[src/rtl/trap_entry_pkg.sv]
// Shared privilege encoding and cause codes for the trap entry unit.
// Assumes a 32-bit machine word and 5-bit cause codes.
package trap_entry_pkg;
    localparam logic [1:0] PRIV_U = 2'd0;
    localparam logic [1:0] PRIV_S = 2'd1;
    localparam logic [1:0] PRIV_M = 2'd3;

    localparam logic [4:0] EC_FETCH_MISALIGN = 5'd0;
    localparam logic [4:0] EC_FETCH_ACCESS   = 5'd1;
    localparam logic [4:0] EC_LOAD_MISALIGN  = 5'd4;
    localparam logic [4:0] EC_LOAD_ACCESS    = 5'd5;
    localparam logic [4:0] EC_STORE_MISALIGN = 5'd6;
    localparam logic [4:0] EC_STORE_ACCESS   = 5'd7;
    localparam logic [4:0] EC_CALL_FROM_U    = 5'd8;
    localparam logic [4:0] EC_CALL_FROM_S    = 5'd9;
    localparam logic [4:0] EC_CALL_FROM_M    = 5'd11;
    localparam logic [4:0] EC_FETCH_PAGE     = 5'd12;
    localparam logic [4:0] EC_LOAD_PAGE      = 5'd13;
    localparam logic [4:0] EC_STORE_PAGE     = 5'd15;

    // True for exception codes that report a faulting address.
    function automatic logic code_has_addr(input logic [4:0] code);
        case (code)
            EC_FETCH_MISALIGN, EC_FETCH_ACCESS, EC_LOAD_MISALIGN,
            EC_LOAD_ACCESS, EC_STORE_MISALIGN, EC_STORE_ACCESS,
            EC_FETCH_PAGE, EC_LOAD_PAGE, EC_STORE_PAGE: code_has_addr = 1'b1;
            default: code_has_addr = 1'b0;
        endcase
    endfunction

    // True for any raw code that denotes an environment call.
    function automatic logic code_is_call(input logic [4:0] code);
        code_is_call = (code == EC_CALL_FROM_U) || (code == EC_CALL_FROM_S) ||
                       (code == EC_CALL_FROM_M);
    endfunction
endpackage

[src/rtl/trap_route.sv]
// Recodes environment calls by privilege and decides the target level.
// Assumes privilege encoding U=0, S=1, M=3; level 2 behaves like M.
module trap_route
    import trap_entry_pkg::*;
#(
    parameter int XLEN    = 32,
    parameter int CAUSE_W = 5
) (
    input  logic               is_async,
    input  logic [CAUSE_W-1:0] raw_cause,
    input  logic [1:0]         priv,
    input  logic [XLEN-1:0]    exc_mask,
    input  logic [XLEN-1:0]    int_mask,
    output logic [CAUSE_W-1:0] final_cause,
    output logic               go_super
);
    logic [XLEN-1:0] mask_sel;
    logic            low_level;

    // Rewrite an environment call so its code names the calling level.
    always_comb begin
        final_cause = raw_cause;
        if (!is_async && code_is_call(raw_cause)) begin
            case (priv)
                PRIV_U:  final_cause = EC_CALL_FROM_U;
                PRIV_S:  final_cause = EC_CALL_FROM_S;
                default: final_cause = EC_CALL_FROM_M;
            endcase
        end
    end

    // Pick the mask by trap kind and route to supervisor when allowed.
    always_comb begin
        mask_sel  = is_async ? int_mask : exc_mask;
        low_level = (priv == PRIV_U) || (priv == PRIV_S);
        go_super  = low_level && mask_sel[final_cause];
    end
endmodule

[src/rtl/trap_target.sv]
// Computes the new fetch address and the trap value for one trap.
// Assumes vector mode lives in bits 1:0 of the vector register.
module trap_target
    import trap_entry_pkg::*;
#(
    parameter int XLEN    = 32,
    parameter int CAUSE_W = 5
) (
    input  logic               is_async,
    input  logic [CAUSE_W-1:0] code,
    input  logic               go_super,
    input  logic [XLEN-1:0]    svec,
    input  logic [XLEN-1:0]    mvec,
    input  logic [XLEN-1:0]    fault_addr,
    output logic [XLEN-1:0]    next_pc,
    output logic [XLEN-1:0]    tval
);
    localparam logic [1:0] MODE_VECTORED = 2'd1;

    logic [XLEN-1:0] vec_sel;
    logic [XLEN-1:0] base;
    logic [XLEN-1:0] offset;

    // Align the selected base and add the per-cause slot for interrupts.
    always_comb begin
        vec_sel = go_super ? svec : mvec;
        base    = {vec_sel[XLEN-1:2], 2'b00};
        offset  = '0;
        if (is_async && (vec_sel[1:0] == MODE_VECTORED))
            offset = {{(XLEN-CAUSE_W-2){1'b0}}, code, 2'b00};
        next_pc = base + offset;
    end

    // Report the address only for address-carrying exceptions.
    always_comb begin
        tval = (!is_async && code_has_addr(code)) ? fault_addr : '0;
    end
endmodule

[src/rtl/trap_resv.sv]
// Holds the load-reservation flag and drops it on any privilege change.
// Assumes the privilege input is stable between clock edges.
module trap_resv
    import trap_entry_pkg::*;
(
    input  logic       clk,
    input  logic       rst_n,
    input  logic [1:0] priv_in,
    input  logic       trap_fire,
    input  logic [1:0] trap_priv,
    input  logic       set_req,
    output logic       resv_valid
);
    logic [1:0] prev_priv_q;
    logic       resv_q;
    logic       drop;

    // A change seen on the input or caused by this trap removes the flag.
    always_comb begin
        drop = (priv_in != prev_priv_q) || (trap_fire && (trap_priv != priv_in));
    end

    // Track last privilege and update the reservation, clear over set.
    always_ff @(posedge clk) begin
        if (!rst_n) begin
            prev_priv_q <= PRIV_M;
            resv_q      <= 1'b0;
        end else begin
            prev_priv_q <= priv_in;
            if (drop)
                resv_q <= 1'b0;
            else if (set_req)
                resv_q <= 1'b1;
        end
    end

    assign resv_valid = resv_q;

    assert_resv_drop_R7: assert property (@(posedge clk) disable iff (!rst_n)
        (priv_in != $past(priv_in)) |=> !resv_valid);
    assert_resv_trap_drop_R7: assert property (@(posedge clk) disable iff (!rst_n)
        (trap_fire && (trap_priv != priv_in)) |=> !resv_valid);
endmodule

[src/rtl/trap_entry_unit.sv]
// Trap entry unit: registers a full state-update record one cycle after a
// trap request and keeps the load reservation. Assumes a 32-bit word,
// single-cycle request pulses and a synchronous active-low reset.
module trap_entry_unit
    import trap_entry_pkg::*;
#(
    parameter int XLEN    = 32,
    parameter int CAUSE_W = 5
) (
    input  logic               clk,
    input  logic               rst_n,
    input  logic               trap_valid,
    input  logic               trap_async,
    input  logic [CAUSE_W-1:0] trap_cause,
    input  logic [XLEN-1:0]    trap_addr,
    input  logic [XLEN-1:0]    cur_pc,
    input  logic [1:0]         cur_priv,
    input  logic               cur_sie,
    input  logic               cur_mie,
    input  logic [XLEN-1:0]    deleg_exc,
    input  logic [XLEN-1:0]    deleg_int,
    input  logic [XLEN-1:0]    stvec_in,
    input  logic [XLEN-1:0]    mtvec_in,
    input  logic               resv_set,
    output logic               upd_valid,
    output logic               upd_to_s,
    output logic [1:0]         upd_priv,
    output logic [XLEN-1:0]    upd_pc,
    output logic [XLEN-1:0]    upd_cause,
    output logic [XLEN-1:0]    upd_epc,
    output logic [XLEN-1:0]    upd_tval,
    output logic               upd_pie,
    output logic [1:0]         upd_pp,
    output logic               resv_valid
);
    localparam int CAUSE_PAD = XLEN - 1 - CAUSE_W;

    logic [CAUSE_W-1:0] code_w;
    logic               to_s_w;
    logic [XLEN-1:0]    pc_w;
    logic [XLEN-1:0]    tval_w;
    logic [1:0]         tgt_priv_w;

    trap_route #(.XLEN(XLEN), .CAUSE_W(CAUSE_W)) route_i (
        .is_async   (trap_async),
        .raw_cause  (trap_cause),
        .priv       (cur_priv),
        .exc_mask   (deleg_exc),
        .int_mask   (deleg_int),
        .final_cause(code_w),
        .go_super   (to_s_w)
    );

    trap_target #(.XLEN(XLEN), .CAUSE_W(CAUSE_W)) target_i (
        .is_async  (trap_async),
        .code      (code_w),
        .go_super  (to_s_w),
        .svec      (stvec_in),
        .mvec      (mtvec_in),
        .fault_addr(trap_addr),
        .next_pc   (pc_w),
        .tval      (tval_w)
    );

    // Target privilege follows the routing decision.
    always_comb begin
        tgt_priv_w = to_s_w ? PRIV_S : PRIV_M;
    end

    trap_resv resv_i (
        .clk       (clk),
        .rst_n     (rst_n),
        .priv_in   (cur_priv),
        .trap_fire (trap_valid),
        .trap_priv (tgt_priv_w),
        .set_req   (resv_set),
        .resv_valid(resv_valid)
    );

    // Capture the update record on a request; pulse valid for one cycle.
    always_ff @(posedge clk) begin
        if (!rst_n) begin
            upd_valid <= 1'b0;
            upd_to_s  <= 1'b0;
            upd_priv  <= PRIV_M;
            upd_pc    <= '0;
            upd_cause <= '0;
            upd_epc   <= '0;
            upd_tval  <= '0;
            upd_pie   <= 1'b0;
            upd_pp    <= 2'd0;
        end else begin
            upd_valid <= trap_valid;
            if (trap_valid) begin
                upd_to_s  <= to_s_w;
                upd_priv  <= tgt_priv_w;
                upd_pc    <= pc_w;
                upd_cause <= {trap_async, {CAUSE_PAD{1'b0}}, code_w};
                upd_epc   <= cur_pc;
                upd_tval  <= tval_w;
                upd_pie   <= to_s_w ? cur_sie : cur_mie;
                upd_pp    <= to_s_w ? {1'b0, cur_priv[0]} : cur_priv;
            end
        end
    end

    assert_valid_pulse_R8: assert property (@(posedge clk) disable iff (!rst_n)
        upd_valid |-> $past(trap_valid));
    assert_epc_capture_R3: assert property (@(posedge clk) disable iff (!rst_n)
        upd_valid |-> (upd_epc == $past(cur_pc)));
    assert_cause_flag_R3: assert property (@(posedge clk) disable iff (!rst_n)
        upd_valid |-> (upd_cause[XLEN-1] == $past(trap_async)));
    assert_no_s_from_m_R1: assert property (@(posedge clk) disable iff (!rst_n)
        (upd_valid && upd_to_s) |-> ($past(cur_priv) != PRIV_M));
    assert_tval_int_zero_R5: assert property (@(posedge clk) disable iff (!rst_n)
        (upd_valid && upd_cause[XLEN-1]) |-> (upd_tval == '0));
    assert_pc_exc_aligned_R4: assert property (@(posedge clk) disable iff (!rst_n)
        (upd_valid && !upd_cause[XLEN-1]) |-> (upd_pc[1:0] == 2'b00));
endmodule

[config.mk]
export PLATFORM = sky130hd
export DESIGN_NAME = trap_entry_unit
export DESIGN_NICKNAME = d
export VERILOG_FILES = /design/src/rtl/trap_entry_pkg.sv /design/src/rtl/trap_route.sv /design/src/rtl/trap_target.sv /design/src/rtl/trap_resv.sv /design/src/rtl/trap_entry_unit.sv
export SDC_FILE = /design/constraint.sdc
export NUM_CORES = 1
export LEC_CHECK = 0
export BUFFER_PORTS_ARGS = -buffer_cell sky130_fd_sc_hd__buf_4
export CORE_AREA = 2 2 131 133
export CTS_BUF_LIST = sky130_fd_sc_hd__clkbuf_4 sky130_fd_sc_hd__clkbuf_8
export DETAILED_ROUTE_END_ITERATION = 8
export DIE_AREA = 0 0 133 135
export PLACE_DENSITY = 0.75
export SETUP_SLACK_MARGIN = 0.3
export SLEW_MARGIN = 5
export SYNTH_ARGS = -nofsm -noshare
export SYNTH_HDL_FRONTEND = slang
export SYNTH_SLANG_ARGS = --single-unit
[constraint.sdc]
create_clock -name clk -period 6.5 [get_ports clk]
set_clock_uncertainty 0.2 [all_clocks]
set_input_delay 0.325 -clock clk [delete_from_list [all_inputs] [get_ports clk]]
set_output_delay 0.325 -clock clk [all_outputs]
set_load 0.005 [all_outputs]
==> impl_results.md <==
* Critical path type: in -> reg
* Antenna cells at 0
* Reg clk slew, reported paths at 0.11 ns
* Commonest non-fill, non-tap cell in the layout: buf_4
* Wirelength per Cell at 17.7 um
* Hold path depth at 2
* Slew @ Worst Pin at 1.24 ns
* Synth warn at 0
* Detailed Routing Iterations Pass 1 at 5
* Die height at 135 um
* Worst R2R Path Depth at 3
* Max clock buf depth at 2
* Main flop type after synthesis: dfxtp_1
* Slowest cell on the critical path: or4b_1
* Combinational power share at 28.0%
* DIE AREA at 18000 um2
* Flop and latch count out of synthesis at 109
* CTS tree: done
* Sequential area share after synthesis at 33.5%
* PD cells at 167 nW/um2
* Worst path most repeated cell: nor2b_1
* Vias in the first global route at 6962
* Max Cap Violations at 0
* Post_cts resized at 0
* Initial Utilization at 39.7%
* Core Area at 16400 um2
* Library cells used by synthesis at 74
* Final period util at 86.6%
* Sw frac at 30.3%
* Status: finished clean
* H-tree levels at 3
* Critical Path RT at 6.57 ns
* Hold Fails Final Rpt at 0
* Ports at 342
* Final setup viols at 0
* # nets final at 1330
* HP Class: in -> reg
* Die width at 133 um
* Final core occ at 59.1%
* Cell-internal power at 1130 uW
* Part of the power in registers at 44.8%
* Most frequent cells in the layout: 318 x buf_4, 109 x dfxtp_1, 103 x nor2_1
* Synthesized netlist cell count at 778
* Area delta synth->final at 48.7%
* Largest net degree at the start of global routing at 95
* Instance count on the critical path at 22
* Grt ovf at 0
* Worst EP arrival at 5.70 ns
* Slew HR at 17.6%
* Synthesized area at 6520 um2
* Starting DRC count in detailed routing at 481
* NetSw at 490 uW
* Ys async rst share at 0%
* Final Wtd Congestion at 0.988
* Cell Rows at 47
* Pleak at 0.00436 uW
* Share of cells above drive strength 1 at 32.8%
* Synthesized area per cell at 8.38 um2
* EDFF count, synth at 0
* GRT Resource Usage Total at 25.1%
* Clock buffer count from CTS at 9
* Max Fclk at 178 MHz
* Number of clock sinks at 109
* Design Area, Final at 9690 um2
* First-pass GRT wire length at 36100 um
* Clock Latency Late Sink at 0.38 ns
* Detail Placement HPWL at 17200 um
* Clk root buf: clkbuf_8
* Fin. max-slew vios at 0
* Dpl cell area at 8850 um2
* CP endpoint kind: flop
* Clock network power share at 27.2%
* CP startpoint kind: input pin
* Crit-path cells: buf_4 > or4b_1 > o21ai_4 > and2_1 > a211oi_1 > o2111ai_1 > nand4_2 > nand2_4 > a31oi_1 > nor3_1 > ha_1 > inv_1 > fa_1 > nor2b_1 > o21ai_0 > nand2b_1 > a21o_1 > nor2b_1 > nand3_1 > xnor2_1 > mux2i_1 > o21ai_1
* Routed WL at 23800 um
* CP max stage delay at 0.77 ns
* Crit path buf inv count at 2
* CP delay by family, top: simple AND/OR/NAND/NOR gates
* Worst IR Drop VDD at 0.127 mV
* Worst hold slack at 0.0316 ns
* Drt via density at 5.32
* Fin crit period at 5.63 ns
* Vias at 7139
* Routed Antenna Nets at 0
* Initial antenna violation count at 0
* Setup tns final at 0 ns
* RSZ-0062 raised after global routing: no
* Drt drc at 0
* Input/output buffers at 312
* CP max FO at 19
[synth_stat cells (all sizes together) (2+ instances only)]
cell type | number | share of area (%)
dfxtp | 109 | 33
nor2 | 104 | 6.0
mux2i | 57 | 8.8
nand3 | 51 | 4.0
clkbuf | 41 | 2.4
buf | 40 | 4.4
a21oi | 38 | 2.9
o21ai | 37 | 3.2
nand2 | 35 | 2.2
a22oi | 32 | 3.7
xnor2 | 26 | 3.5
xor2 | 21 | 2.8
o211ai | 20 | 2.5
inv | 16 | 0.96
nor3 | 14 | 1.1
mux2 | 13 | 2.4
nand4 | 13 | 1.3
a211oi | 10 | 1.2
and3 | 10 | 0.96
and2 | 8 | 0.77
ha | 6 | 1.2
nand2b | 6 | 0.58
nor2b | 6 | 0.58
a311oi | 5 | 0.86
a31oi | 5 | 0.48
and4 | 5 | 0.67
nor4b | 4 | 0.63
a21boi | 3 | 0.35
a21o | 3 | 0.35
o221a | 3 | 0.52
a2111oi | 2 | 0.27
a2bb2oi | 2 | 0.27
a311o | 2 | 0.31
clkinv | 2 | 0.12
conb | 2 | 0.12
mux4 | 2 | 0.69
o2111a | 2 | 0.35
o2111ai | 2 | 0.27
o211a | 2 | 0.31
o21a | 2 | 0.23
o41ai | 2 | 0.50
[power groups by stage]
stage	Sequential [uW]	Clock [uW]	Combinational, uW
floorplan	739	0	207
global placement	737	0	413
detailed placement	738	0	415
CTS	723	454	448
global route	728	481	486
finish	724	440	453
[flip-flops by register name (all words and copies together), names as in the netlist]
register	flops
upd_pc	30
upd_pie	1
upd_valid	1
upd_epc	32
upd_cause	6
resv_i.prev_priv_q	2
upd_tval	32
upd_to_s	1
upd_pp	2
resv_i.resv_valid	1
upd_priv	1
[layout make-up]
type | instances | area [um2]
flip-flops and latches | 109 | 2180
clock buffers | 9 | 124
fillers | 1431 | 6710
multi-input cells | 597 | 3930
repair buffers | 382 | 3030
well taps | 220 | 275
clock inverters | 7 | 82.6
inverters | 18 | 71.3
[cell families after synthesis]
kind of cell | after synthesis | synth area share (%)
adders and majority gates | 7 | 1.46
buffers and inverters | 99 | 7.81
other | 2 | 0.115
and+or+nand+nor | 262 | 19.5
DFF | 109 | 33.5
AOI/OAI and AO/OA | 180 | 19.6
xor gates and xnor gates | 47 | 6.31
muxes | 72 | 11.8
[per-stage QoR]
step / setup WS [ns] / total power (uW) / std cells
after floorplan: 1.37 / 946 / 805
after global placement: 0.621 / 1150 / 1262
after detailed placement: 0.480 / 1150 / 1262
after CTS: 0.934 / 1620 / 1342
after global routing: 0.406 / 1700 / 1342
final: 0.873 / 1620 / 1342
[layer usage]
| layer | up-vias | GRT usage [%] | wire length, um |
|---|---|---|---|
| li1 | 3421 | - | - |
| met3 | 64 | 4.39 | 1750 |
| met1 | 3280 | 30.8 | 9730 |
| met5 | - | 0 | 0 |
| met4 | 0 | 12.2 | 944 |
| met2 | 374 | 42.7 | 11400 |
[worst paths after layout]
path                                       startpoint                     to  slack, ns
worst max-delay path                       trap_async             upd_pc[26]       0.87
worst min-delay path                            rst_n  resv_i.prev_priv_q[1]       0.03
worst max register to register  resv_i.prev_priv_q[0]      resv_i.resv_valid       5.47
worst min register to register               upd_to_s               upd_to_s       0.26
[worst register-to-register path: stages (launching register included)]
cell     delay [ns]
dfxtp_1        0.32
nor3_1         0.13
a21oi_1        0.06
nor4_1         0.23
[repair_timing]
| item | CTS | global route |
|---|---|---|
| hold buffers | 64 | 0 |
| hold endpoints to repair | 64 | 0 |
| buffers inserted | 0 | 0 |
(Power assumes the default switching activity.)
